**src/rtl/ild_pkg.sv**
```systemverilog
package ild_pkg;

    localparam int OPW  = 8;
    localparam int UAW  = 10;
    localparam int NPAT = 8;

    typedef logic [UAW-1:0] uaddr_t;
    typedef logic [OPW-1:0] opcode_t;

    typedef enum logic [1:0] {
        NX_SEQ  = 2'd0,
        NX_GOTO = 2'd1,
        NX_FORK = 2'd2
    } nxt_e;

    typedef struct packed {
        nxt_e   nxt;
        uaddr_t tgt;
        logic   trc;
        logic   ld;
        logic   clr;
    } uword_t;

    typedef struct packed {
        opcode_t val;
        opcode_t care;
        uaddr_t  tgt;
    } pat_t;

    localparam uaddr_t UA_FETCH = 10'h000;
    localparam uaddr_t UA_LOAD  = 10'h002;
    localparam uaddr_t UA_FORK  = 10'h003;
    localparam uaddr_t UA_ERR   = 10'h00C;
    localparam uaddr_t UA_BAD   = 10'h00D;

    // Ordered pattern list; later entries override earlier ones
    function automatic pat_t pat_at(int i);
        pat_t p;
        case (i)
            0:       p = '{val: 8'h00, care: 8'h00, tgt: UA_BAD};
            1:       p = '{val: 8'h00, care: 8'hF8, tgt: 10'h00E};
            2:       p = '{val: 8'h00, care: 8'hFF, tgt: 10'h011};
            3:       p = '{val: 8'h08, care: 8'hFF, tgt: 10'h013};
            4:       p = '{val: 8'h09, care: 8'hFF, tgt: 10'h015};
            5:       p = '{val: 8'h0A, care: 8'hFF, tgt: 10'h019};
            6:       p = '{val: 8'h0B, care: 8'hFF, tgt: 10'h01D};
            7:       p = '{val: 8'h0C, care: 8'hFF, tgt: 10'h021};
            default: p = '{val: 8'h00, care: 8'h00, tgt: UA_BAD};
        endcase
        return p;
    endfunction

    function automatic uaddr_t dispatch_lookup(opcode_t op);
        uaddr_t r;
        pat_t   p;
        r = UA_BAD;
        for (int i = 0; i < NPAT; i++) begin
            p = pat_at(i);
            if (((op ^ p.val) & p.care) == '0) r = p.tgt;
        end
        return r;
    endfunction

    // Microprogram contents; unused addresses fall into the error routine
    function automatic uword_t ucode_at(uaddr_t a);
        uword_t w;
        w = '{nxt: NX_GOTO, tgt: UA_ERR, trc: 1'b0, ld: 1'b0, clr: 1'b0};
        case (a)
            10'h000, 10'h001: begin w.nxt = NX_SEQ; w.trc = 1'b1; end
            UA_LOAD:          begin w.nxt = NX_SEQ; w.trc = 1'b1; w.ld = 1'b1; end
            UA_FORK:          begin w.nxt = NX_FORK; w.clr = 1'b1; end
            10'h00E, 10'h011: begin w.nxt = NX_SEQ; w.trc = 1'b1; end
            10'h00F:          w.nxt = NX_SEQ;
            10'h010, 10'h012: w.tgt = UA_FETCH;
            default: begin
                if (a >= 10'h013 && a <= 10'h024) begin
                    if (a[1:0] == 2'b00) w.tgt = UA_FETCH;
                    else                 w.nxt = NX_SEQ;
                end
            end
        endcase
        return w;
    endfunction

endpackage

```
**src/rtl/ild_dispatch_map.sv**
```systemverilog
module ild_dispatch_map
    import ild_pkg::*;
(
    input  opcode_t op,
    output uaddr_t  start
);
    assign start = dispatch_lookup(op);
endmodule

```
**src/rtl/ild_ustore.sv**
```systemverilog
module ild_ustore
    import ild_pkg::*;
#(
    parameter int DEPTH = 64
) (
    input  uaddr_t upc,
    output uword_t uw
);
    localparam int IW = $clog2(DEPTH);

    uword_t rom [DEPTH];

    for (genvar g = 0; g < DEPTH; g++) begin : g_rom
        assign rom[g] = ucode_at(uaddr_t'(g));
    end

    always_comb begin
        uw = ucode_at(UA_ERR);
        if (upc < uaddr_t'(DEPTH)) uw = rom[upc[IW-1:0]];
    end
endmodule

```
**src/rtl/ild_useq.sv**
```systemverilog
module ild_useq
    import ild_pkg::*;
(
    input  logic   clk,
    input  logic   rst,
    input  logic   trace_en,
    input  uword_t uw,
    input  uaddr_t start,
    input  logic   op_ok,
    output uaddr_t upc,
    output logic   hold
);
    uaddr_t upc_q;
    uaddr_t nxt;
    logic   stall_q;

    assign hold = uw.trc && trace_en && !stall_q;
    assign upc  = upc_q;

    always_comb begin
        case (uw.nxt)
            NX_SEQ:  nxt = upc_q + uaddr_t'(1);
            NX_GOTO: nxt = uw.tgt;
            NX_FORK: nxt = op_ok ? start : UA_ERR;
            default: nxt = UA_ERR;
        endcase
    end

    always_ff @(posedge clk) begin
        if (rst) begin
            upc_q   <= UA_FETCH;
            stall_q <= 1'b0;
        end else begin
            stall_q <= hold;
            if (!hold) upc_q <= nxt;
        end
    end


    stall_hold_chk: assert property (@(posedge clk) disable iff (rst)
        !$past(rst) && $past(hold) |-> $stable(upc_q));


    stall_once_chk: assert property (@(posedge clk) disable iff (rst)
        !$past(rst) && $past(hold) |-> !hold);


    err_route_chk: assert property (@(posedge clk) disable iff (rst)
        !$past(rst) && $past(uw.nxt == NX_FORK) && !$past(hold) && !$past(op_ok)
        |-> upc_q == UA_ERR);


    badop_chk: assert property (@(posedge clk) disable iff (rst)
        !$past(rst) && $past(upc_q) == UA_BAD |-> upc_q == UA_ERR);
endmodule

```
**src/rtl/ild_fetch_dispatch.sv**
```systemverilog
module ild_fetch_dispatch
    import ild_pkg::*;
#(
    parameter int ILW      = 16,
    parameter int PC_RESET = 0,
    parameter int UDEPTH   = 64
) (
    input  logic              clk,
    input  logic              rst,
    input  logic              trace_en,
    output logic [ILW-1:0]    il_addr,
    input  logic [OPW-1:0]    il_rdata,
    input  logic              il_valid,
    output logic [UAW-1:0]    upc,
    output logic [OPW-1:0]    il_op,
    output logic              exec_clear,
    output logic              trace_hook,
    output logic              err,
    output logic [OPW-1:0]    err_op,
    output logic [ILW-1:0]    err_addr
);
    uword_t         uw;
    uaddr_t         start;
    uaddr_t         upc_w;
    logic           hold;
    logic           load_fire;
    opcode_t        ir_q;
    logic [ILW-1:0] pc_q;
    logic [ILW-1:0] op_addr_q;
    logic           op_ok_q;
    logic           err_q;
    opcode_t        err_op_q;
    logic [ILW-1:0] err_addr_q;

    ild_ustore #(.DEPTH(UDEPTH)) u_store (
        .upc (upc_w),
        .uw  (uw)
    );

    ild_dispatch_map u_map (
        .op    (ir_q),
        .start (start)
    );

    ild_useq u_seq (
        .clk      (clk),
        .rst      (rst),
        .trace_en (trace_en),
        .uw       (uw),
        .start    (start),
        .op_ok    (op_ok_q),
        .upc      (upc_w),
        .hold     (hold)
    );

    assign load_fire = uw.ld && !hold;

    always_ff @(posedge clk) begin
        if (rst) begin
            pc_q       <= ILW'(PC_RESET);
            ir_q       <= '0;
            op_addr_q  <= '0;
            op_ok_q    <= 1'b0;
            err_q      <= 1'b0;
            err_op_q   <= '0;
            err_addr_q <= '0;
        end else begin
            if (load_fire) begin
                ir_q      <= il_rdata;
                pc_q      <= pc_q + ILW'(1);
                op_addr_q <= pc_q;
                op_ok_q   <= il_valid;
            end
            if (upc_w == UA_ERR && !err_q) begin
                err_q      <= 1'b1;
                err_op_q   <= ir_q;
                err_addr_q <= op_addr_q;
            end
        end
    end

    assign il_addr    = pc_q;
    assign upc        = upc_w;
    assign il_op      = ir_q;
    assign exec_clear = uw.clr && !hold;
    assign trace_hook = hold;
    assign err        = err_q;
    assign err_op     = err_op_q;
    assign err_addr   = err_addr_q;


    load_inc_chk: assert property (@(posedge clk) disable iff (rst)
        !$past(rst) && $past(load_fire)
        |-> pc_q == $past(pc_q) + ILW'(1) && ir_q == $past(il_rdata));


    fork_target_chk: assert property (@(posedge clk) disable iff (rst)
        !$past(rst) && $past(upc_w) == UA_FORK && $past(op_ok_q)
        |-> upc_w == dispatch_lookup($past(ir_q)));


    err_hold_chk: assert property (@(posedge clk) disable iff (rst)
        !$past(rst) && $past(err_q)
        |-> err_q && $stable(err_op_q) && $stable(err_addr_q) && upc_w == UA_ERR);


    stall_freeze_chk: assert property (@(posedge clk) disable iff (rst)
        !$past(rst) && $past(hold) |-> $stable(pc_q) && $stable(ir_q));
endmodule

```
**config.mk**
```make
export PLATFORM = sky130hd
export DESIGN_NAME = ild_fetch_dispatch
export DESIGN_NICKNAME = d
export VERILOG_FILES = /design/src/rtl/ild_pkg.sv /design/src/rtl/ild_dispatch_map.sv /design/src/rtl/ild_ustore.sv /design/src/rtl/ild_useq.sv /design/src/rtl/ild_fetch_dispatch.sv
export SDC_FILE = /design/constraint.sdc
export NUM_CORES = 1
export LEC_CHECK = 0
export ABC_AREA = 1
export BUFFER_PORTS_ARGS = -buffer_cell sky130_fd_sc_hd__buf_2
export CELL_PAD_IN_SITES_DETAIL_PLACEMENT = 0
export CELL_PAD_IN_SITES_GLOBAL_PLACEMENT = 2
export CORE_MARGIN = 3
export CORE_UTILIZATION = 31
export DETAILED_ROUTE_END_ITERATION = 7
export PLACE_DENSITY_LB_ADDON = 0.25
export REMOVE_ABC_BUFFERS = 1
export SLEW_MARGIN = 20
export SYNTH_ARGS = -nofsm -noshare
export SYNTH_HDL_FRONTEND = slang
export SYNTH_SLANG_ARGS = --single-unit
```
**constraint.sdc**
```tcl
create_clock -name clk -period 2.3 [get_ports clk]
set_input_delay 0.345 -clock clk [delete_from_list [all_inputs] [get_ports clk]]
set_output_delay 0.345 -clock clk [all_outputs]
set_load 0.005 [all_outputs]
```
==> reports/metrics.yaml <==
status:
  result_of_the_run: "finished clean"
pwr:
  cellLeakagePower_nw: 1.86
  power_density_nw_per_um2: 655
  vdd_ir_drop_max_mv: 0.440
place:
  gp_congestion: 0.794
  place.detailed.hpwl_mm: 6.56
  buffer_ports.inserted: 72
detailed_routing:
  antenna_violating_nets_left: 0
  drt_drc_violations_left: 0
  avgRoutedWirePerCell_microns: 13.5
  wirelength_routed_mm: 9.26
  via_count_normalized_by_instance_count: 4.57
  drt_first_iter_violations: 146
  detailroute.via_count: 3131
  drt-pass1-iter-count: 4
logic_synthesis:
  synthesis.area_sq_um: 3540
  synth.yosys.warnings: 0
  yosys_register_bits: 77
  syn_area_per_cell_sq_um: 7.71
  synth_sequential_area_ratio_pct: 43.6
  post_synth_inst_count: 459
  synth.lib_cells_used.distinct: 32
timing:
  fin_crit_ps: 2150
  maxSlewViolCount: 0
  tightest_slew_ps: 503
  slew_headroom_pct: 66.5
  finalHoldWorstSlack_ps: 295
  setup_viol: 0
  maxClockFrequency_ghz: 0.466
  totalNegativeSetupSlack_ps: 0
  rsz_0062_raised_after_global_routing: "no"
  min_period_over_period_pct: 93.3
  clock_skew_ps: 6.00
  hold_viol_final: 0
cts:
  clock_path_buffers: 2
  clock_sink_count: 77
  clock_slew_at_the_register_clock_pins_of_the_worst_setup_and_hold_paths_ps: 60
  worstSkewPairLatency_ps: 330
  cts_inserted_buffers: 9
  cts_tree: "built"
  number_of_levels_in_the_clock_h_tree: 3
  clock_tree.root_cell: "clkbuf_16"
  cts.hold.buffers_added: 0
min_path:
  min-delay-path-class: "in -> reg"
  worstHoldEndpoint: "il_op[7]"
  hold_depth: 3
  worst_hold_launch: "il_rdata[7]"
flow_run:
  max_cap_viol_count: 0
final_layout:
  layout-area-overhead-vs-synth_pct: 24.5
  nNetsFinal: 559
  postLayoutCoreUtil_pct: 40.1
  share_of_final_layout_standard_cells_stronger_than_drive_strength_1_pct: 25.5
  multi_input_area_sq_um: 1720
  filler_cell_count: 1173
  antenna-diode-count: 0
  final-seq-area_sq_um: 1550
critical_path:
  worstReg2RegStart: "u_seq.upc[0]"
  timing.setup.critical_path_class: "reg -> out"
  depth_of_the_worst_register_to_register_path: 10
  cp.arrival_ps: 1800
  worst_setup_path_end_kind: "primary output"
  worst-endpoint-required_ps: 1960
  critPathMaxFanout: 5
  timing.rr.end: "il_addr[0]"
  reg2reg_slack_ps: 260
  startpoint_type: "register"
global_routing:
  grt_antenna_before_repair: 0
  grt_start_max_net_pins: 52
  grtUsageTotal_pct: 15.1
  grt-ovfl-total: 0
  vias_in_the_first_global_route: 2964
  grt_first_pass_wirelength_mm: 15.3
floorplanning:
  initial_core_util_pct: 32.2
  placementRows: 38
  core-area_sq_um: 11000
  io_pins: 73
  dieWidth_microns: 113
  fp.dieH_microns: 113
  design.die.area_sq_um: 12700
[cells in the mapped netlist (all sizes together)]
library cell / instances / area share (%)
a21boi: 1 / 0.21
o21ai: 34 / 4.8
a211oi: 23 / 5.7
xor2: 7 / 1.7
nand4: 5 / 0.88
xnor2: 5 / 1.2
nand3: 32 / 5.1
buf: 12 / 2.4
a21oi: 43 / 6.1
nor2: 58 / 6.9
ha: 7 / 2.5
and3: 1 / 0.18
nand3b: 4 / 0.85
nand2: 76 / 8.9
inv: 52 / 5.5
nor3: 11 / 2.0
conb: 1 / 0.11
a31oi: 3 / 0.53
clkbuf: 7 / 0.74
dfxtp: 77 / 44
[what timing repair did]
| item | 4_1_cts | 5_1_grt |
|---|---|---|
| setup endpoints to repair | 1 | 1 |
| gates cloned | 0 | 0 |
| resized for setup | 2 | 7 |
| setup buffers | 0 | 6 |
| pin swaps | 0 | 2 |
[worst max-delay path, stage by stage, from the launching register on]
cell,delay [ps]
dfxtp_2,370
ha_2,200
ha_1,140
inv_1,60
nor3_4,210
nand2_2,90
nor2_4,170
nand2_2,80
inv_1,50
buf_2,100
[per-stage QoR]
stage                     power (mW)  area, sq um  std cells  setup slack, ps
after floorplan                 1.43         3440        443              327
after CTS                       2.94         4340        679             4.96
after detailed placement        1.48         4030        663              136
final                           2.88         4410        685              153
after global placement          1.48         4030        663              121
after global routing            3.01         4410        685             7.66
[routing by layer]
layer	vias to the layer above	wire, microns	track usage [%]
met3	6	437	4.49
li1	1678	-	-
met4	0	87	4.57
met5	-	0	0
met2	61	3960	22.7
met1	1386	4770	20.9
[kinds of logic after synthesis]
family | Yosys count | synth area share (%)
simple gates | 187 | 24.9
other cells | 1 | 0.106
compound gates | 104 | 17.4
flops | 77 | 43.6
fa+ha+maj | 7 | 2.48
xor+xnor | 12 | 2.97
buf+inv | 71 | 8.63
[final cells by class]
type	count	share of cell area [%]
clock buffer	10	5.42
clock inverter	6	1.42
inverter	52	4.43
multi-input combinational	314	39.1
sequential	77	35.1
tap	140	3.98
timing repair buffer	86	10.6
[report_power, final]
part | internal (mW) | switching, mW | leakage (nW)
logic | 0.0363 | 0.0633 | 1.10
registers | 1.34 | 0.00968 | 0.624
clock network | 0.866 | 0.565 | 0.140
total | 2.25 | 0.638 | 1.86
[state kept, by name, indices dropped and copies added (netlist names)]
name	count
err_addr	16
u_seq.stall_q	1
err	1
op_addr_q	16
op_ok_q	1
il_op	8
err_op	8
u_seq.upc	10
il_addr	16
[how the worst max path moves through the flow]
| stage | startpoint | end | slack [ps] | cells past startpoint |
|---|---|---|---|---|
| 3_3_place_gp | u_seq.upc[0] | exec_clear | 120 | 9 |
| 2_1_floorplan | u_seq.upc[0] | il_addr[0] | 330 | 8 |
| 3_5_place_dp | u_seq.upc[0] | exec_clear | 140 | 9 |
| 6_report | u_seq.upc[1] | exec_clear | 150 | 9 |
| 5_1_grt | u_seq.upc[0] | il_addr[0] | 8 | 10 |
| 4_1_cts | u_seq.upc[0] | exec_clear | 5 | 9 |
[layout by cell type (no fill, tap or decap), drive strengths merged]
cell / instances
clkinv: 2
inv: 52
nand3: 32
a21oi: 43
clkinvlp: 3
o21ai: 34
nand4: 5
ha: 7
nor2: 58
xnor2: 5
a211oi: 23
a21boi: 1
a31oi: 3
bufinv: 1
clkbuf: 10
xor2: 7
nand3b: 4
buf: 86
dfxtp: 77
nor3: 11
nand2: 76
conb: 4
and3: 1
Note: power is estimated with default switching activity, not from simulation.
